### src/rtl/rfsh_pkg.sv
package rfsh_pkg;

   typedef enum logic {
      STYLE_CBR     = 1'b0,
      STYLE_RASONLY = 1'b1
   } rfsh_style_e;

   typedef struct packed {
      rfsh_style_e style;
      logic        ext;
   } rfsh_cfg_t;

endpackage

### src/rtl/rfsh_interval_timer.sv
module rfsh_interval_timer #(
   parameter int STD_IVAL = 1562,
   parameter int EXT_IVAL = 6248
) (
   input  logic clk,
   input  logic rst,
   input  logic ext_i,
   output logic tick_o
);

   localparam int CW = $clog2(EXT_IVAL + 1);
   localparam logic [CW-1:0] STD_LAST = CW'(STD_IVAL - 1);
   localparam logic [CW-1:0] EXT_LAST = CW'(EXT_IVAL - 1);

   logic [CW-1:0] cnt_q;
   logic [CW-1:0] last;

   generate
      if (EXT_IVAL == STD_IVAL) begin : g_single
         assign last = STD_LAST;
      end else begin : g_dual
         assign last = ext_i ? EXT_LAST : STD_LAST;
      end
   endgenerate

   // >= keeps the timer sane when the limit shrinks mid-count
   assign tick_o = (cnt_q >= last);

   always_ff @(posedge clk) begin
      if (rst)         cnt_q <= '0;
      else if (tick_o) cnt_q <= '0;
      else             cnt_q <= cnt_q + 1'b1;
   end


   tick_gap_chk: assert property (@(posedge clk) disable iff (rst)
      tick_o |=> !tick_o);

endmodule

### src/rtl/rfsh_debt_ctr.sv
module rfsh_debt_ctr #(
   parameter int DEBT_MAX = 8,
   parameter int DEBT_W   = $clog2(DEBT_MAX + 1)
) (
   input  logic              clk,
   input  logic              rst,
   input  logic              tick_i,
   input  logic              grant_i,
   output logic [DEBT_W-1:0] debt_o,
   output logic              take_o
);

   localparam logic [DEBT_W-1:0] LIMIT = DEBT_W'(DEBT_MAX);

   logic [DEBT_W-1:0] debt_q;
   logic              full;

   assign full   = (debt_q == LIMIT);
   assign take_o = grant_i && (debt_q != '0);
   assign debt_o = debt_q;

   always_ff @(posedge clk) begin
      if (rst) begin
         debt_q <= '0;
      end else begin
         unique case ({tick_i, take_o})
            2'b10:   if (!full) debt_q <= debt_q + 1'b1;
            2'b01:   debt_q <= debt_q - 1'b1;
            default: debt_q <= debt_q;
         endcase
      end
   end


   debt_bound_chk: assert property (@(posedge clk) disable iff (rst)
      debt_q <= LIMIT);

   debt_inc_chk: assert property (@(posedge clk) disable iff (rst)
      (tick_i && !grant_i && !full) |=> debt_q == DEBT_W'($past(debt_q) + 1'b1));

   debt_dec_chk: assert property (@(posedge clk) disable iff (rst)
      (!tick_i && grant_i && debt_q != '0) |=> debt_q == DEBT_W'($past(debt_q) - 1'b1));

   idle_grant_chk: assert property (@(posedge clk) disable iff (rst)
      (!tick_i && grant_i && debt_q == '0) |=> debt_q == '0);

endmodule

### src/rtl/rfsh_row_ctr.sv
module rfsh_row_ctr #(
   parameter int ROWS     = 2048,
   parameter int ROW_BITS = $clog2(ROWS)
) (
   input  logic                clk,
   input  logic                rst,
   input  logic                adv_i,
   output logic [ROW_BITS-1:0] row_o
);

   localparam logic [ROW_BITS-1:0] LAST = ROW_BITS'(ROWS - 1);

   logic [ROW_BITS-1:0] row_q;

   generate
      if (ROWS == (1 << ROW_BITS)) begin : g_pow2
         always_ff @(posedge clk) begin
            if (rst)        row_q <= '0;
            else if (adv_i) row_q <= row_q + 1'b1;
         end
      end else begin : g_odd
         always_ff @(posedge clk) begin
            if (rst)        row_q <= '0;
            else if (adv_i) row_q <= (row_q == LAST) ? '0 : row_q + 1'b1;
         end
      end
   endgenerate

   assign row_o = row_q;


   row_step_chk: assert property (@(posedge clk) disable iff (rst)
      (adv_i && row_q != LAST) |=> row_q == ROW_BITS'($past(row_q) + 1'b1));

   row_wrap_chk: assert property (@(posedge clk) disable iff (rst)
      (adv_i && row_q == LAST) |=> row_q == '0);

   row_hold_chk: assert property (@(posedge clk) disable iff (rst)
      !adv_i |=> $stable(row_q));

endmodule

### src/rtl/dram_refresh_sched.sv
module dram_refresh_sched
   import rfsh_pkg::*;
#(
   parameter int CLK_KHZ    = 100000,
   parameter int STD_RET_MS = 32,
   parameter int EXT_MULT   = 4,
   parameter int ROWS       = 2048,
   parameter int DEBT_MAX   = 8,
   parameter int ROW_BITS   = $clog2(ROWS),
   parameter int DEBT_W     = $clog2(DEBT_MAX + 1)
) (
   input  logic                clk,
   input  logic                rst,
   input  logic                style_sel_i,
   input  logic                ext_sel_i,
   input  logic                grant_i,
   output logic                req_o,
   output logic                urgent_o,
   output logic [DEBT_W-1:0]   debt_o,
   output logic                style_o,
   output logic [ROW_BITS-1:0] row_addr_o
);

   localparam int STD_IVAL = (CLK_KHZ * STD_RET_MS) / ROWS;
   localparam int EXT_IVAL = STD_IVAL * EXT_MULT;

   generate
      if (STD_IVAL < 2) begin : g_bad_ival
         $error("refresh interval below two clocks");
      end
      if (EXT_MULT < 1) begin : g_bad_mult
         $error("extended multiplier must be at least one");
      end
      if (DEBT_MAX < 1) begin : g_bad_debt
         $error("debt limit must be at least one");
      end
      if (ROWS < 2) begin : g_bad_rows
         $error("row count must be at least two");
      end
   endgenerate

   rfsh_cfg_t           cfg_q;
   logic                tick;
   logic                take;
   logic [DEBT_W-1:0]   debt;
   logic [ROW_BITS-1:0] row;
   logic                ras_only;

   always_ff @(posedge clk) begin
      if (rst) begin
         cfg_q.style <= STYLE_CBR;
         cfg_q.ext   <= 1'b0;
      end else if (debt == '0) begin
         cfg_q.style <= rfsh_style_e'(style_sel_i);
         cfg_q.ext   <= ext_sel_i;
      end
   end

   assign ras_only = (cfg_q.style == STYLE_RASONLY);

   rfsh_interval_timer #(
      .STD_IVAL (STD_IVAL),
      .EXT_IVAL (EXT_IVAL)
   ) u_timer (
      .clk    (clk),
      .rst    (rst),
      .ext_i  (cfg_q.ext),
      .tick_o (tick)
   );

   rfsh_debt_ctr #(
      .DEBT_MAX (DEBT_MAX),
      .DEBT_W   (DEBT_W)
   ) u_debt (
      .clk     (clk),
      .rst     (rst),
      .tick_i  (tick),
      .grant_i (grant_i),
      .debt_o  (debt),
      .take_o  (take)
   );

   rfsh_row_ctr #(
      .ROWS     (ROWS),
      .ROW_BITS (ROW_BITS)
   ) u_row (
      .clk   (clk),
      .rst   (rst),
      .adv_i (take && ras_only),
      .row_o (row)
   );

   assign debt_o     = debt;
   assign req_o      = (debt != '0);
   assign urgent_o   = (debt == DEBT_W'(DEBT_MAX));
   assign style_o    = ras_only;
   assign row_addr_o = ras_only ? row : '0;


   urgent_req_chk: assert property (@(posedge clk) disable iff (rst)
      urgent_o |-> req_o);

   cfg_lock_chk: assert property (@(posedge clk) disable iff (rst)
      (debt != '0) |=> $stable(cfg_q));

   cbr_addr_chk: assert property (@(posedge clk) disable iff (rst)
      !style_o |-> row_addr_o == '0);

endmodule

### config.mk
export PLATFORM = sky130hd
export DESIGN_NAME = dram_refresh_sched
export DESIGN_NICKNAME = d
export VERILOG_FILES = /design/src/rtl/rfsh_pkg.sv /design/src/rtl/rfsh_interval_timer.sv /design/src/rtl/rfsh_debt_ctr.sv /design/src/rtl/rfsh_row_ctr.sv /design/src/rtl/dram_refresh_sched.sv
export SDC_FILE = /design/constraint.sdc
export NUM_CORES = 1
export LEC_CHECK = 0
export BUFFER_PORTS_ARGS = -buffer_cell sky130_fd_sc_hd__buf_2
export CORE_ASPECT_RATIO = 0.5
export CORE_UTILIZATION = 30
export DETAILED_ROUTE_END_ITERATION = 10
export SYNTH_ARGS = -nofsm -noshare
export SYNTH_HDL_FRONTEND = slang
export SYNTH_SLANG_ARGS = --single-unit
### constraint.sdc
create_clock -name clk -period 2.9 [get_ports clk]
set_clock_uncertainty 0.1 [all_clocks]
set_input_delay 0.725 -clock clk [delete_from_list [all_inputs] [get_ports clk]]
set_output_delay 0.725 -clock clk [all_outputs]
set_load 0.02 [all_outputs]
Word level (Yosys, flattened, before mapping)
Index checks and enable logic that the tools add are counted.
{"block": "word_totals", "reg_bits": 30, "in_bits": 5}
{"block": "op_classes", "n_lt_le_gt_ge": 1, "addsub": 4, "n_reduce_logical": 7, "muxes": 4, "eq_ne": 4}
{"operator": "$add A13 B1 Y13 const B", "n": 1}
{"operator": "$ge A13 B13 Y1", "n": 1}
{"operator": "$mux W13", "n": 1}
{"operator": "$add A11 B1 Y11 const B", "n": 1}
{"operator": "$mux W11", "n": 1}
{"operator": "$pmux W4 S2", "n": 1}
{"operator": "$add A4 B1 Y4 const B", "n": 1}
{"operator": "$eq A4 B4 Y1 const B", "n": 1}
{"operator": "$logic_not A4 Y1", "n": 1}
{"operator": "$mux W4", "n": 1}
{"operator": "$reduce_bool A4 Y1", "n": 1}
{"operator": "$sub A4 B1 Y4 const B", "n": 1}
{"operator": "$eq A2 B1 Y1 const B", "n": 1}
{"operator": "$eq A2 B2 Y1 const B", "n": 1}
{"operator": "$logic_and A1 B1 Y1", "n": 2}
{"operator": "$ne A2 B2 Y1 const B", "n": 1}
{"operator": "$reduce_and A2 Y1", "n": 1}
{"operator": "$reduce_bool A2 Y1", "n": 1}
{"operator": "$reduce_or A2 Y1", "n": 1}

Logic depth before layout (Yosys ltp)
Gate-level depths: netlist (run 1).
{"block": "logic_depth", "depth_word": 5, "ltp_mapped": 14, "mapped_depth_nobuf": 14}

Modules after synthesis
From an unflattened synthesis (run 1), not the netlist that was laid out.
{"block": "hier_totals", "hier_cells": 209, "hier_area_um2": 1946.9}
{"mod": "rfsh_interval_timer", "area_per_inst_um2": 860.8, "n_inst": 1, "cells_each": 88}
{"mod": "rfsh_row_ctr", "area_per_inst_um2": 513.0, "n_inst": 1, "cells_each": 55}
{"mod": "rfsh_debt_ctr", "area_per_inst_um2": 375.4, "n_inst": 1, "cells_each": 42}
{"mod": "dram_refresh_sched", "area_per_inst_um2": 197.7, "n_inst": 1, "cells_each": 24}

Worst setup path after synthesis (run 1)
OpenSTA, ideal clock, no wires.
{"block": "synth_timing", "path_type": "register to register", "from": "register cfg_q[0] in the netlist's numbering", "to": "register u_debt.debt_q[3], in the netlist u_debt.debt_o[3]", "n_path_buf": 0, "path_stages_with_launch": 15, "arrival_time_ps": 2503, "path_slack_ps": 170, "required_time_ps": 2673, "cell_sequence": "dfxtp_1 -> inv_1 -> ha_1 -> nand4_1 -> nor4_1 -> o21a_1 -> nor2_4 -> nand2_1 -> inv_1 -> ha_1 -> a21o_1 -> a21oi_1 -> nor3_1 -> a21oi_1 -> nand4_1"}
{"block": "synth_via", "elab_chain_len": 5, "word_cells_on_any_way": 8}
{"element": "start, declared", "line": "dram_refresh_sched.sv:42", "rtl": "rfsh_cfg_t cfg_q;"}
{"element": "$mux W13 (*)", "line": "rfsh_interval_timer.sv:22", "rtl": "assign last = ext_i ? EXT_LAST : STD_LAST;"}
{"element": "$ge A13 B13 Y1 (*)", "line": "rfsh_interval_timer.sv:27", "rtl": "assign tick_o = (cnt_q >= last);"}
{"element": "$eq A2 B2 Y1 or $eq A2 B1 Y1 (tied branches)", "line": "rfsh_debt_ctr.sv:26", "rtl": "unique case ({tick_i, take_o})"}
{"element": "$ne A2 B2 Y1 (no source line) or $reduce_bool A2 Y1 (tied branches)"}
{"element": "$reduce_and A2 Y1 (no source line)"}
{"element": "end signal, assigned", "line": "rfsh_debt_ctr.sv:27", "rtl": "2'b10: if (!full) debt_q <= debt_q + 1'b1;"}
{"element": "end signal, assigned", "line": "rfsh_debt_ctr.sv:28", "rtl": "2'b01: debt_q <= debt_q - 1'b1;"}
{"element": "end signal, assigned", "line": "rfsh_debt_ctr.sv:29", "rtl": "default: debt_q <= debt_q;"}
{"element": "end, declared", "line": "rfsh_debt_ctr.sv:15", "rtl": "logic [DEBT_W-1:0] debt_q;"}
Mark *: on every way between the ends. The rest lies on a longest branch, timed or not.
A chain may end at the register's enable or synchronous reset.

Final worst setup path (run 1)
Ends and elaborated chain as after synthesis.

==> metrics.md, run 1 <==
| Metric | Value |
|---|---|
| Fin. Hold Viols | 0 |
| Max Freq | 369 MHz |
| Vias in the first global route | between 1k and 1.5k |
| Vias | about 1.4k |
| Worst rel slew slack | between 70% and 80% |
| Post-route DRC | 0 |
| Fin nets | between 200 and 250 |
| First-pass GRT wire length | a little over 6000 µm |
| Max Transition Viols Final | 0 |
| Ys async rst share | 0% |
| Die height | approximately 56 µm |
| H-tree Lvls | 2 |
| Num Clock Sinks | 30 |
| Crit-path max cell delay | around 0.31 ns |
| Crit path DAT | about 2.8 ns |
| CP Capture Type | register |
| Cell Rows | 19 |
| CORE AREA | around 0.0055 mm² |
| Die X | between 100 and 150 µm |
| Sequential fraction of the synthesis area | 34.8% |
| Post-synth net total | 220 |
| Startpoint Class | register |
| Final period util | 93.5% |
| Root Buffer Master | clkbuf_16 |
| YS warnings | 0 |
| Initial antenna violation count | 0 |
| Port-buffer cells | 22 |
| Crit Path Max Fanout | 4 |
| I/O Pins | 23 |
| Leakage power | between 0.9 and 1 nW |
| Layout cells sized above 1 | 20.5% |
| CP required | around 3.0 ns |
| Mean Syn Cell Area | between 8 and 9 µm² |
| Filler instances | between 500 and 600 |
| Setup violations, final | 0 |
| DP HPWL | 2510 µm |
| Die area | about 0.006 mm² |
| Largest net degree at the start of global routing | 26 |
| Synth unique cells | 35 |
| Worst vdd ir | between 200 and 250 µV |
| Design area | around 0.0021 mm² |
| Cell Area, Placed | around 0.0019 mm² |
| Max-cap violations | 0 |
| Clk pin slew, worst setup/hold paths | around 0.050 ns |
| Placer Congestion | slightly above 0.8 |
| Wire per inst | 10.9 µm |
| Pwr Density | 661 mW/mm² |
| Status | complete, no violations |
| GRT Total Usage | between 10% and 20% |
| Total chip power | 1.41 mW |
| Area fraction of the dominant cell type after synthesis | between 30% and 40% |
| Post-Syn Area | approximately 0.0017 mm² |
| DR vias/cell | between 4 and 5 |
| GR Overflow Total | 0 |
| TritonRoute pass-1 iters | 4 |
| Post-synthesis to final-layout area growth | 23.4% |
| Yosys reg bits | 30 |
| Final WS setup | between 0.15 and 0.2 ns |
| Antenna Cells | 0 |
| Commonest register cell after synthesis | dfxtp_1 |
| Post-synth top area cell | dfxtp_1 |
| Initial DRC count | 28 |
| Total CTS buffers | 5 |
| Place WS | -0.0912 ns |
| Critical path cell sequence | buf_4 -> ha_1 -> nand4_1 -> nor4_2 -> o21a_1 -> nor2_4 -> nand2_2 -> inv_1 -> ha_1 -> a21o_1 -> a21oi_4 -> nor3_1 -> a21oi_1 -> nand4_1 |
| Crit path kind | register to register |
| Clk Latency, worst-skew pair | roughly 0.27 ns |
| CTS tree | built |
| Clock Path Buffers | 2 |
| Post-Route WL | 3300 µm |
| Worst hold path type | register to register |
| Synthesized instance count | 200 |
| Least-Margin Pin Slew | about 0.42 ns |
| Post-route ant nets | 0 |
| Post-synth EDFFs | 0 |
| Final Critical Period | roughly 2.7 ns |
| Starting Density | 31.3% |
| Largest cells by area after synthesis | dfxtp_1 35%, ha_1 10%, nor2_1 7.6% |
| Slowest cell on crit path | dfxtp_1 |
-- power breakdown --
group	switching (mW)	internal, mW
registers	0.0502	0.442
logic	0.235	0.171
clock network	0.169	0.339
-- registers in the layout, summed over array words and instances, names as in the netlist --
name,flops
cfg_q,1
style_o,1
u_debt.debt_o,4
u_row.row_o,11
u_timer.cnt_q,13
-- final timing paths --
kind	start	end	slack [ns]	cells past startpoint
setup / recovery	cfg_q[0]$_SDFFE_PP0P_	u_debt.debt_o[3]$_SDFFE_PP0P_	0.19	14
hold / removal	u_timer.cnt_q[0]$_SDFF_PP0_	u_timer.cnt_q[0]$_SDFF_PP0_	0.38	1
setup reg to reg	cfg_q[0]$_SDFFE_PP0P_	u_debt.debt_o[3]$_SDFFE_PP0P_	0.19	14
hold reg to reg	u_timer.cnt_q[0]$_SDFF_PP0_	u_timer.cnt_q[0]$_SDFF_PP0_	0.38	1
-- metal layers --
metal,track usage (%),share of wire [%]
met5,0,0
met4,5.33,1.0
met3,3.98,2.7
met2,21.0,48
met1,15.6,48
-- critical path, delay by kind of cell (launching register included) --
family,cells,cell delay [ns]
AOI/OAI and AO/OA,4,0.74
adders and majority gates,2,0.55
buffers and inverters,2,0.21
DFF,1,0.31
and+or+nand+nor,6,0.67
-- layout by cell type (no fill, tap or decap), types with 3 or more instances in the layout --
cell,instances
buf_4,4
xnor2_1,6
nand3_1,8
inv_1,8
a21oi_1,10
and2_1,12
ha_1,12
and3_1,5
xor2_1,13
o21ai_0,3
nor2_1,35
mux2_1,3
buf_2,22
or3_1,3
nand2_1,15
dfxtp_1,30
nand4_1,5
clkbuf_16,5
-- synthesized netlist by cell type (5+ instances only) --
master / instances
a21oi_1: 11
and2_1: 12
and3_1: 5
dfxtp_1: 30
ha_1: 14
inv_1: 9
nand2_1: 16
nand3_1: 8
nand4_1: 5
nor2_1: 35
xnor2_1: 6
xor2_1: 13
-- kinds of logic after synthesis --
kind of cell	share of synthesized area (%)
mux	3.92
fa+ha+maj	11.3
buf+inv	3.19
simple gates	28.7
xor+xnor	9.65
flops	34.8
compound gates	8.42
-- layout make-up --
| type | instances | area [µm²] | share of cell area, % |
|---|---|---|---|
| clock buffers | 7 | 143 | 6.71 |
| clock inverters | 1 | 5.00 | 0.235 |
| inverters | 9 | 33.8 | 1.59 |
| multi-input cells | 156 | 1110 | 52.4 |
| flip-flops and latches | 30 | 601 | 28.2 |
| well taps | 73 | 91.3 | 4.29 |
| repair buffers | 26 | 140 | 6.59 |
-- per-stage QoR --
step           util [%]  hold WS [ns]  setup TNS, ns  cells
3_3_place_gp       34.9         0.366              0    293
3_5_place_dp       34.9         0.374        -0.0912    293
6_report           38.6         0.376              0    302
5_1_grt            38.6         0.423       -0.00412    302
4_1_cts            37.7         0.384              0    301
2_1_floorplan         -         0.341              0    200
-- timing repair --
item | 4_1_cts | 5_1_grt
hold endpoints to repair | 0 | 0
buffers inserted | 0 | 1
endpoints found under the setup margin | 1 | 1
hold buffers | 0 | 0
pin swaps | 1 | 3
gates resized for setup | 1 | 6
(Power assumes the default switching activity.)
==> run 2: changes to the inputs <==
--- a/config.mk
+++ b/config.mk
@@ -9,6 +9,7 @@
 export CORE_ASPECT_RATIO = 0.5
 export CORE_UTILIZATION = 30
 export DETAILED_ROUTE_END_ITERATION = 10
+export MAX_ROUTING_LAYER = met4
 export SYNTH_ARGS = -nofsm -noshare
 export SYNTH_HDL_FRONTEND = slang
 export SYNTH_SLANG_ARGS = --single-unit
==> metrics.md, run 2 (synthesized netlist as in run 1, its figures left out) <==
| Metric | Value |
|---|---|
| Met2 track demand over resource | 21.0% (unchanged) |
| CORE AREA | 0.00552 mm² (unchanged) |
| Least-Margin Pin Slew | 0.426 ns (+0.00579 ns) |
| Hold Path Stages | 1 (unchanged) |
| CP required | 2.95 ns (about the same) |
| Global Route met1 Usage | 15.6% (unchanged) |
| CTS tree | built |
| Leakage power | 0.945 nW (+0.44%) |
| Min Hold Slack | 0.378 ns (+0.00181 ns) |
| R2R cell count | 14 (unchanged) |
| Worst hold path type | register to register |
| Post-Route WL | 3310 µm (+0.36%) |
| Setup tns final | 0 ns (unchanged) |
| Initial DRC count | 32 (+14%) |
| Max reg flops | 13 (unchanged) |
| Reg with most FFs | u_timer.cnt_q |
| Root Buffer Master | clkbuf_16 |
| Startpoint Class | register |
| Starting Density | 31.3% (unchanged) |
| Total chip power | 1.41 mW (+0.12%) |
| CP Capture Type | register |
| Max-cap violations | 0 (unchanged) |
| Clock Path Buffers | 2 (unchanged) |
| Hold_buf cts | 0 (unchanged) |
| Filler instances | 572 (+0.18%) |
| Crit path DAT | 2.77 ns (about the same) |
| Initial antenna violation count | 0 (unchanged) |
| RR Startpoint | cfg_q[0]$_SDFFE_PP0P_ |
| Largest net degree at the start of global routing | 26 (unchanged) |
| H-tree Lvls | 2 (unchanged) |
| Placer Congestion | 0.839 (+1.5%) |
| Crit path kind | register to register |
| Crit Path Max Fanout | 4 (unchanged) |
| Die height | 55.6 µm (unchanged) |
| Most frequent cells in the layout | 35 x nor2_1, 30 x dfxtp_1, 22 x buf_2 |
| DR vias/cell | 4.58 (about the same) |
| Most common cell after layout, fill and taps aside | nor2_1 |
| I/O Pins | 23 (unchanged) |
| GRT Total Usage | 13.2% (+0.37 points) |
| Die X | 109 µm (unchanged) |
| RSZ-0062 raised after global routing | no |
| Setup violations, final | 0 (unchanged) |
| GR Overflow Total | 0 (unchanged) |
| Port-buffer cells | 22 (unchanged) |
| R2r endpoint | u_debt.debt_o[3]$_SDFFE_PP0P_ |
| Hold path endpoint | u_timer.cnt_q[0]$_SDFF_PP0_ |
| Cell Rows | 19 (unchanged) |
| Worst vdd ir | 249 µV (about the same) |
| Total CTS buffers | 5 (unchanged) |
| First-pass GRT wire length | 6040 µm (unchanged) |
| Clk Latency, worst-skew pair | 0.27 ns (about the same) |
| Design area | 0.00213 mm² (+0.35%) |
| Multi-input combinational cell area | 0.00111 mm² (unchanged) |
| Final Critical Period | 2.72 ns (+0.00752 ns) |
| Post-synthesis to final-layout area growth | 23.8% |
| Die area | 0.00607 mm² (unchanged) |
| Hold path startpoint | u_timer.cnt_q[0]$_SDFF_PP0_ |
| Vias | 1388 (+0.36%) |
| Post-route DRC | 0 (unchanged) |
| Crit path launch | cfg_q[0]$_SDFFE_PP0P_ |
| DP HPWL | 2510 µm (unchanged) |
| Clk pin slew, worst setup/hold paths | 0.05 ns (about the same) |
| Register area | 601 µm² (unchanged) |
| Vias in the first global route | 1364 (-0.073%) |
| Status | complete, no violations |
| Num Clock Sinks | 30 (unchanged) |
| R2R Setup Slk | 0.18 ns (about the same) |
| Global route hottest layer | met2 |
| Pwr Density | 659 mW/mm² (-0.23%) |
| Layout cells sized above 1 | 20.9% (+0.35 points) |
| TritonRoute pass-1 iters | 4 (unchanged) |
| Worst rel slew slack | 71.6% (-0.39 points) |
| Cell Area, Placed | 0.00193 mm² (unchanged) |
| Max Freq | 368 MHz (-0.28%) |
| Post-route ant nets | 0 (unchanged) |
| Wire per inst | 10.9 µm (about the same) |
| Fin nets | 249 (+0.40%) |
| Max Transition Viols Final | 0 (unchanged) |
| GRT met3 Usage | 3.98% (unchanged) |
| Final period util | 93.7% (+0.26 points) |
| Post-Route Utilization | 38.7% (+0.14 points) |
| Antenna Cells | 0 (unchanged) |
| Fin. Hold Viols | 0 (unchanged) |
-- run 2: critical path, cell delays in order (launching register included) --
cell	delay (ns)
dfxtp_1	0.31
buf_4	0.15
ha_1	0.29
nand4_1	0.13
nor4_2	0.23
o21a_1	0.22
nor2_4	0.05
nand2_2	0.08
inv_1	0.06
ha_1	0.26
a21o_1	0.20
a21oi_4	0.16
nor3_1	0.08
a21oi_1	0.16
nand4_1	0.10
-- run 2: per-layer routing --
metal  vias to the layer above  part of all wire [%]
met5                         -                     0
met4                         0                   1.0
met3                         4                   2.7
met2                        11                    49
met1                       640                    48
li1                        733                     -
-- run 2: through the flow --
stage          cells  setup slack, ns
6_report         303            0.182
5_1_grt          303          0.00306
4_1_cts          301           0.0569
3_5_place_dp     293          -0.0912
3_3_place_gp     293            0.143
2_1_floorplan    200            0.170
-- run 2: area by class of cell --
type	count	share of cell area, %
sequential	30	28.1
multi-input combinational	156	52.2
timing repair buffer	27	6.92
clock buffer	7	6.68
inverter	9	1.58
clock inverter	1	0.234
tap	73	4.28
-- run 2: how the worst max path moves through the flow --
stage | endpoint | slack (ns)
floorplan | u_debt.debt_o[3]$_SDFFE_PP0P_ | 0.17
global placement | u_debt.debt_o[3]$_SDFFE_PP0P_ | 0.14
detailed placement | u_debt.debt_o[3]$_SDFFE_PP0P_ | -0.09
CTS | u_debt.debt_o[3]$_SDFFE_PP0P_ | 0.06
global route | u_debt.debt_o[3]$_SDFFE_PP0P_ | 0.003
finish | u_debt.debt_o[3]$_SDFFE_PP0P_ | 0.18
-- run 2: power breakdown --
part	switching (mW)	total, mW	internal [mW]
Clock	0.169	0.508	0.339
Combinational	0.236	0.406	0.171
Sequential	0.0507	0.493	0.442
Total	0.455	1.41	0.952
-- run 2: repair_timing --
item / CTS / global route
endpoints found under the setup margin: 1 / 1
endpoints found under the hold margin: 0 / 0
setup buffers: 0 / 2
gates resized for setup: 1 / 6
pin swaps: 1 / 3
